`src/rtl/cplcrs_pkg.sv`:
```
package cplcrs_pkg;
   localparam int unsigned STATUS_W = 3;
   localparam int unsigned VID_W    = 16;
   localparam int unsigned NUM_DEST = 2;

   localparam logic [STATUS_W-1:0] ST_SC  = 3'd0;
   localparam logic [STATUS_W-1:0] ST_UR  = 3'd1;
   localparam logic [STATUS_W-1:0] ST_CRS = 3'd2;
   localparam logic [STATUS_W-1:0] ST_CA  = 3'd4;

   localparam logic [VID_W-1:0] VID_PLACEHOLDER = 16'h0001;
endpackage

```
`src/rtl/cplcrs_classify.sv`:
```
module cplcrs_classify
   import cplcrs_pkg::*;
#(
   parameter int unsigned OFF_W  = 10,
   parameter int unsigned DATA_W = 32
) (
   input  logic [STATUS_W-1:0] status_i,
   input  logic [OFF_W-1:0]    offset_i,
   input  logic                is_write_i,
   input  logic [DATA_W-1:0]   data_i,
   input  logic                vis_en_i,
   output logic [STATUS_W-1:0] status_o,
   output logic [DATA_W-1:0]   data_o
);
   localparam int unsigned FILL_W = DATA_W - VID_W;

   logic [DATA_W-1:0] pattern;
   logic              swap;

   generate
      if (DATA_W < VID_W) begin : g_bad_width
         $error("cplcrs_classify: DATA_W must hold the vendor-ID field");
      end else if (FILL_W == 0) begin : g_vid_only
         assign pattern = VID_PLACEHOLDER;
      end else begin : g_vid_fill
         assign pattern = {{FILL_W{1'b1}}, VID_PLACEHOLDER};
      end
      if (OFF_W < 1) begin : g_bad_off
         $error("cplcrs_classify: OFF_W must be at least 1");
      end
   endgenerate

   always_comb begin
      swap = (status_i == ST_CRS) && vis_en_i && !is_write_i && (offset_i == '0);
      if (swap) begin
         status_o = ST_SC;
         data_o   = pattern;
      end else begin
         status_o = status_i;
         data_o   = data_i;
      end
   end
endmodule

```
`src/rtl/cplcrs_port_reg.sv`:
```
module cplcrs_port_reg
   import cplcrs_pkg::*;
#(
   parameter int unsigned DATA_W = 32
) (
   input  logic                clk,
   input  logic                rst_n,
   input  logic                load_i,
   input  logic [STATUS_W-1:0] status_i,
   input  logic [DATA_W-1:0]   data_i,
   output logic                vld_o,
   output logic [STATUS_W-1:0] status_o,
   output logic [DATA_W-1:0]   data_o
);
   always_ff @(posedge clk) begin
      if (!rst_n) begin
         vld_o    <= 1'b0;
         status_o <= ST_SC;
         data_o   <= '0;
      end else begin
         vld_o <= load_i;
         if (load_i) begin
            status_o <= status_i;
            data_o   <= data_i;
         end
      end
   end
endmodule

```
`src/rtl/cpl_crs_filter.sv`:
```
module cpl_crs_filter
   import cplcrs_pkg::*;
#(
   parameter int unsigned OFF_W  = 10,
   parameter int unsigned DATA_W = 32
) (
   input  logic                clk,
   input  logic                rst_n,
   input  logic                cpl_valid,
   input  logic                cpl_to_cs,
   input  logic [2:0]          cpl_status,
   input  logic [OFF_W-1:0]    cpl_offset,
   input  logic                cpl_is_write,
   input  logic [DATA_W-1:0]   cpl_data,
   input  logic                crs_vis_en,
   output logic                rx_valid,
   output logic [2:0]          rx_status,
   output logic [DATA_W-1:0]   rx_data,
   output logic                cs_ack,
   output logic                cs_crs,
   output logic [DATA_W-1:0]   cs_data
);
   localparam int unsigned DEST_RX = 0;
   localparam int unsigned DEST_CS = 1;

   logic [STATUS_W-1:0] fwd_status;
   logic [DATA_W-1:0]   fwd_data;

   logic                stg_vld    [NUM_DEST];
   logic [STATUS_W-1:0] stg_status [NUM_DEST];
   logic [DATA_W-1:0]   stg_data   [NUM_DEST];

   generate
      if (STATUS_W != 3) begin : g_bad_status
         $error("cpl_crs_filter: status field must be 3 bits");
      end
   endgenerate

   cplcrs_classify #(
      .OFF_W  (OFF_W),
      .DATA_W (DATA_W)
   ) i_classify (
      .status_i   (cpl_status),
      .offset_i   (cpl_offset),
      .is_write_i (cpl_is_write),
      .data_i     (cpl_data),
      .vis_en_i   (crs_vis_en),
      .status_o   (fwd_status),
      .data_o     (fwd_data)
   );

   generate
      for (genvar g = 0; g < NUM_DEST; g++) begin : g_dest
         logic sel;
         assign sel = cpl_valid && ((g == DEST_CS) ? cpl_to_cs : !cpl_to_cs);
         cplcrs_port_reg #(
            .DATA_W (DATA_W)
         ) i_stage (
            .clk      (clk),
            .rst_n    (rst_n),
            .load_i   (sel),
            .status_i (fwd_status),
            .data_i   (fwd_data),
            .vld_o    (stg_vld[g]),
            .status_o (stg_status[g]),
            .data_o   (stg_data[g])
         );
      end
   endgenerate

   assign rx_valid  = stg_vld[DEST_RX];
   assign rx_status = stg_status[DEST_RX];
   assign rx_data   = stg_data[DEST_RX];
   assign cs_ack    = stg_vld[DEST_CS];
   assign cs_crs    = stg_vld[DEST_CS] && (stg_status[DEST_CS] == ST_CRS);
   assign cs_data   = stg_data[DEST_CS];

   AST_CRS_WITH_ACK: assert property (@(posedge clk) disable iff (!rst_n)
      cs_crs |-> cs_ack);
   AST_ONE_SIDE: assert property (@(posedge clk) disable iff (!rst_n)
      !(rx_valid && cs_ack));
   AST_STROBE_HAS_SOURCE: assert property (@(posedge clk) disable iff (!rst_n)
      cpl_valid && !cpl_to_cs |=> rx_valid && !cs_ack);
   AST_PASS_STATUS: assert property (@(posedge clk) disable iff (!rst_n)
      cpl_valid && !cpl_to_cs && cpl_status != ST_CRS |=>
         rx_status == $past(cpl_status) && rx_data == $past(cpl_data));
   AST_NOVIS_KEEPS_CRS: assert property (@(posedge clk) disable iff (!rst_n)
      cpl_valid && !cpl_to_cs && cpl_status == ST_CRS && !crs_vis_en |=>
         rx_status == ST_CRS && rx_data == $past(cpl_data));
   AST_VIS_HIDES_RX: assert property (@(posedge clk) disable iff (!rst_n)
      cpl_valid && !cpl_to_cs && crs_vis_en && !cpl_is_write && cpl_offset == '0 |=>
         rx_status != ST_CRS);
   AST_VIS_HIDES_CS: assert property (@(posedge clk) disable iff (!rst_n)
      cpl_valid && cpl_to_cs && crs_vis_en && !cpl_is_write && cpl_offset == '0 |=>
         cs_ack && !cs_crs);
endmodule

```
`config.mk`:
```
export PLATFORM = sky130hd
export DESIGN_NAME = cpl_crs_filter
export DESIGN_NICKNAME = d
export VERILOG_FILES = /design/src/rtl/cplcrs_pkg.sv /design/src/rtl/cplcrs_classify.sv /design/src/rtl/cplcrs_port_reg.sv /design/src/rtl/cpl_crs_filter.sv
export SDC_FILE = /design/constraint.sdc
export NUM_CORES = 1
export LEC_CHECK = 0
export ABC_AREA = 1
export BUFFER_PORTS_ARGS = -buffer_cell sky130_fd_sc_hd__buf_2
export CORE_MARGIN = 10
export CORE_UTILIZATION = 35
export CTS_CLUSTER_DIAMETER = 150
export DETAILED_ROUTE_END_ITERATION = 10
export PLACE_DENSITY_LB_ADDON = 0.12
export SLEW_MARGIN = 10
export SYNTH_ARGS = -nofsm -noshare
export SYNTH_HDL_FRONTEND = slang
export SYNTH_SLANG_ARGS = --single-unit
```
`constraint.sdc`:
```
create_clock -name clk -period 1.18 [get_ports clk]
set_clock_uncertainty 0.1 [all_clocks]
set_input_delay 0.354 -clock clk [delete_from_list [all_inputs] [get_ports clk]]
set_output_delay 0.354 -clock clk [all_outputs]
set_load 0.02 [all_outputs]
```
==> metrics.txt <==
# TYPE chip_impl_metric gauge
chip_impl_metric{name="setup_viol",unit=""} 70
chip_impl_metric{name="reg2regPathDepth",unit=""} 2
chip_impl_metric{name="yosys_warnings",unit=""} 0
chip_impl_metric{name="timing.final.crit_share",unit="%"} 123
chip_impl_metric{name="async_flop_share",unit="%"} 0
chip_impl_metric{name="drtAntennaViolNets",unit=""} 0
chip_impl_metric{name="power.share.clock",unit="%"} 38.1
chip_impl_metric{name="gr_util_all_layers",unit="%"} 13.3
chip_impl_info{name="cp-end-kind",value="output port"} 1
chip_impl_metric{name="period_needed",unit="ps"} 1460
chip_impl_metric{name="setup_slack",unit="ps"} -276
chip_impl_metric{name="hold_ws",unit="ps"} 165
chip_impl_info{name="rsz_0062_raised_after_global_routing",value="yes"} 1
chip_impl_info{name="cp_top_family",value="flip-flops"} 1
chip_impl_metric{name="cp_num_buf_inv",unit=""} 1
chip_impl_metric{name="count_of_pins_on_the_block_boundary",unit=""} 121
chip_impl_metric{name="first_global_vias",unit=""} 2825
chip_impl_metric{name="clk_path_buf_depth",unit=""} 2
chip_impl_metric{name="final_net_count",unit=""} 574
chip_impl_metric{name="area_delta_synth_final",unit="%"} 57.6
chip_impl_metric{name="global_route_wire_length_before_repair",unit="um"} 13800
chip_impl_metric{name="timing.critical_path.arrival",unit="ps"} 1000
chip_impl_metric{name="hpwl",unit="um"} 6090
chip_impl_metric{name="crit_required",unit="ps"} 730
chip_impl_metric{name="setup_tns",unit="ps"} -4610
chip_impl_metric{name="grt_remaining_overflow",unit=""} 0
chip_impl_metric{name="placement_rows",unit=""} 32
chip_impl_metric{name="path_clk_slew",unit="ps"} 80
chip_impl_metric{name="die_height",unit="um"} 111
chip_impl_metric{name="clock_insertion_delay_worst_skew",unit="ps"} 330
chip_impl_metric{name="seq_power_share",unit="%"} 44.2
chip_impl_info{name="result_of_the_run",value="finished, violations left"} 1
chip_impl_metric{name="share_of_final_layout_standard_cells_stronger_than_drive_strength_1",unit="%"} 46.2
chip_impl_metric{name="hold_path_depth",unit=""} 3
chip_impl_metric{name="cap_viol_max_count",unit=""} 0
chip_impl_metric{name="yosys.cell_types.count",unit=""} 17
chip_impl_info{name="synthTopCellsByArea",value="sky130_fd_sc_hd__dfxtp_1 (50%), sky130_fd_sc_hd__nor2_1 (11%), sky130_fd_sc_hd__inv_1 (7.3%)"} 1
chip_impl_metric{name="place_congestion",unit=""} 0.759
chip_impl_metric{name="initialDrtViolationCount",unit=""} 87
chip_impl_info{name="ys_dominant_reg_cell",value="sky130_fd_sc_hd__dfxtp_1"} 1
chip_impl_info{name="critical_path.startpoint_type",value="flip-flop"} 1
chip_impl_metric{name="net-switching-power",unit="uW"} 1580
chip_impl_metric{name="worst_slew_pin_slew",unit="ps"} 163
chip_impl_metric{name="netlist_area",unit="um2"} 2870
chip_impl_metric{name="insertedDiodeCount",unit=""} 0
chip_impl_info{name="category_of_the_critical_setup_timing_path",value="flip-flop to output port"} 1
chip_impl_metric{name="p_comb_share",unit="%"} 17.7
chip_impl_metric{name="relSlewSlack",unit="%"} 89.0
chip_impl_metric{name="syn-mean-instance-area",unit="um2"} 7.16
chip_impl_metric{name="post_drt_wl_per_cell",unit="um"} 13.7
chip_impl_metric{name="post-cts-setup-buffer-count",unit=""} 0
chip_impl_metric{name="numPortBuffers",unit=""} 120
chip_impl_metric{name="rrSetupSlack",unit="ps"} 390
chip_impl_metric{name="ys_seq_elements",unit=""} 72
chip_impl_metric{name="swShare",unit="%"} 25.5
chip_impl_metric{name="synth_nets",unit=""} 452
chip_impl_metric{name="design.die.area",unit="um2"} 12200
chip_impl_metric{name="start_util",unit="%"} 36.6
chip_impl_metric{name="crit_path_max_fanout",unit=""} 2
chip_impl_metric{name="worst_case_vdd_ir_drop",unit="uV"} 830
chip_impl_metric{name="antenna_violations_before_repair",unit=""} 0
chip_impl_metric{name="synth_edf_count",unit=""} 0
chip_impl_metric{name="ctsHtreeMaxLevel",unit=""} 3
chip_impl_metric{name="clkSinkCount",unit=""} 72
chip_impl_info{name="cp_cell_sequence",value="nor3_4 > buf_6"} 1
chip_impl_info{name="hp-class",value="input port to flip-flop"} 1
chip_impl_metric{name="design.core.area",unit="um2"} 7850
chip_impl_metric{name="post-synth-top-area-fraction",unit="%"} 50.2
chip_impl_metric{name="worstSetupPathDepth",unit=""} 2
chip_impl_metric{name="ys_seq_area_share",unit="%"} 50.2
chip_impl_metric{name="postSynthCellCount",unit=""} 401
chip_impl_metric{name="grt_max_degree",unit=""} 44
chip_impl_info{name="synth_area_leader_cell",value="sky130_fd_sc_hd__dfxtp_1"} 1
chip_impl_metric{name="remaining_drc_errors",unit=""} 0
chip_impl_metric{name="leakage",unit="uW"} 0.00235
chip_impl_metric{name="routed_wirelength",unit="um"} 8630
chip_impl_metric{name="vias_after_detailed_routing",unit=""} 2869
chip_impl_metric{name="dr.pass1.iters",unit=""} 4
chip_impl_metric{name="delay_of_the_slowest_critical_path_stage",unit="ps"} 340
chip_impl_metric{name="internal_power",unit="uW"} 4620
chip_impl_metric{name="final_hold_violations",unit=""} 0
chip_impl_info{name="violations",value="setup timing"} 1
chip_impl_info{name="critical_path.slowest_cell",value="sky130_fd_sc_hd__dfxtp_2"} 1
chip_impl_metric{name="powerDensity",unit="nW/um2"} 1370
chip_impl_metric{name="cts_inserted_buffers",unit=""} 9
chip_impl_metric{name="fmaxAchievable",unit="MHz"} 687
chip_impl_info{name="tritoncts",value="yes"} 1
chip_impl_metric{name="dieWidth",unit="um"} 111
chip_impl_metric{name="drt-vias-per-instance",unit=""} 4.55
chip_impl_info{name="cts_root_buffer",value="sky130_fd_sc_hd__clkbuf_8"} 1
chip_impl_metric{name="timing_max_transition_violations_final",unit=""} 0
[power groups by stage]
stage / Sequential (uW) / Clock, uW / Combinational (uW)
6_report: 2740 / 2360 / 1100
5_1_grt: 2760 / 2530 / 1210
4_1_cts: 2740 / 2410 / 1110
3_5_place_dp: 2720 / 0 / 930
3_3_place_gp: 2720 / 0 / 918
2_1_floorplan: 2910 / 0 / 357
[metal layers]
| layer | track usage, % | routed length (um) |
|---|---|---|
| met3 | 7.08 | 845 |
| met4 | 4.49 | 63 |
| met5 | 0 | 0 |
| met2 | 20.5 | 3990 |
| met1 | 15.2 | 3730 |
[cells in the mapped netlist (2+ instances only)]
cell type,n
sky130_fd_sc_hd__nor2_1,82
sky130_fd_sc_hd__nand3_1,34
sky130_fd_sc_hd__o21ai_0,36
sky130_fd_sc_hd__dfxtp_1,72
sky130_fd_sc_hd__a21oi_1,34
sky130_fd_sc_hd__inv_2,2
sky130_fd_sc_hd__nand2_1,55
sky130_fd_sc_hd__inv_1,56
sky130_fd_sc_hd__buf_2,15
sky130_fd_sc_hd__clkbuf_1,5
sky130_fd_sc_hd__buf_6,4
[through the flow]
step	setup slack, ps	power (uW)	utilization, %	area [um2]	std cells
floorplan	-27.4	3270	-	2920	401
CTS	-306	6260	57.2	4490	629
global placement	-256	3640	47.4	3720	613
global route	-321	6500	57.7	4520	630
detailed placement	-272	3650	47.4	3720	613
finish	-276	6200	57.7	4520	630
[worst paths after layout]
check                                                   start                             to
worst min-delay path                             cpl_data[11]   g_dest[1].i_stage.data_o[11]
worst max register to register  g_dest[1].i_stage.status_o[0]  g_dest[1].i_stage.status_o[0]
worst min register to register  g_dest[1].i_stage.status_o[2]  g_dest[1].i_stage.status_o[2]
worst max-delay path            g_dest[1].i_stage.status_o[2]                         cs_crs
[logic make-up after synthesis]
family / share of synthesized area, %
compound gates: 12.2
flops: 50.2
simple gates: 24.7
buf+inv: 12.9
[worst min-delay path: stages]
cell                      delay [ps]
sky130_fd_sc_hd__buf_2           100
sky130_fd_sc_hd__nand2_2          60
sky130_fd_sc_hd__a21oi_1          50
[timing repair]
action	4_1_cts	5_1_grt
gates resized for setup	209	4
pin swaps	0	2
setup endpoints to repair	70	72
hold buffers	0	0
gates cloned	0	1
[registers in the layout, indices dropped and copies added, names as in the netlist]
signal	flops
g_dest.i_stage.vld_o	2
g_dest.i_stage.status_o	6
g_dest.i_stage.data_o	64
[cell usage in the layout, fill, tap and decap left out]
| cell | count |
|---|---|
| sky130_fd_sc_hd__dfxtp_2 | 71 |
| sky130_fd_sc_hd__bufinv_16 | 3 |
| sky130_fd_sc_hd__dfxtp_1 | 1 |
| sky130_fd_sc_hd__buf_4 | 8 |
| sky130_fd_sc_hd__buf_6 | 69 |
| sky130_fd_sc_hd__inv_8 | 1 |
| sky130_fd_sc_hd__nor2_2 | 3 |
| sky130_fd_sc_hd__clkbuf_1 | 1 |
| sky130_fd_sc_hd__o21ai_0 | 36 |
| sky130_fd_sc_hd__nand3_1 | 34 |
| sky130_fd_sc_hd__clkinv_4 | 1 |
| sky130_fd_sc_hd__nor3_4 | 1 |
| sky130_fd_sc_hd__inv_2 | 2 |
| sky130_fd_sc_hd__a21oi_1 | 34 |
| sky130_fd_sc_hd__nor2_4 | 1 |
| sky130_fd_sc_hd__nand2_2 | 12 |
| sky130_fd_sc_hd__nand2_1 | 43 |
| sky130_fd_sc_hd__buf_12 | 8 |
| sky130_fd_sc_hd__clkinv_2 | 1 |
| sky130_fd_sc_hd__nand2_4 | 1 |
| sky130_fd_sc_hd__nand3b_1 | 1 |
| sky130_fd_sc_hd__inv_1 | 55 |
| sky130_fd_sc_hd__clkbuf_16 | 1 |
| sky130_fd_sc_hd__clkbuf_8 | 10 |
| sky130_fd_sc_hd__buf_2 | 51 |
| sky130_fd_sc_hd__nor2_1 | 79 |
[cell type report]
cell class                 instances  area (um2)
tap                              102         128
clock buffer                      11         141
sequential                        72        1530
clock inverter                     5         104
multi-input combinational        245        1120
fill                             762        3320
timing repair buffer             137        1280
inverter                          58         225
Note: power is estimated with default switching activity, not from simulation.
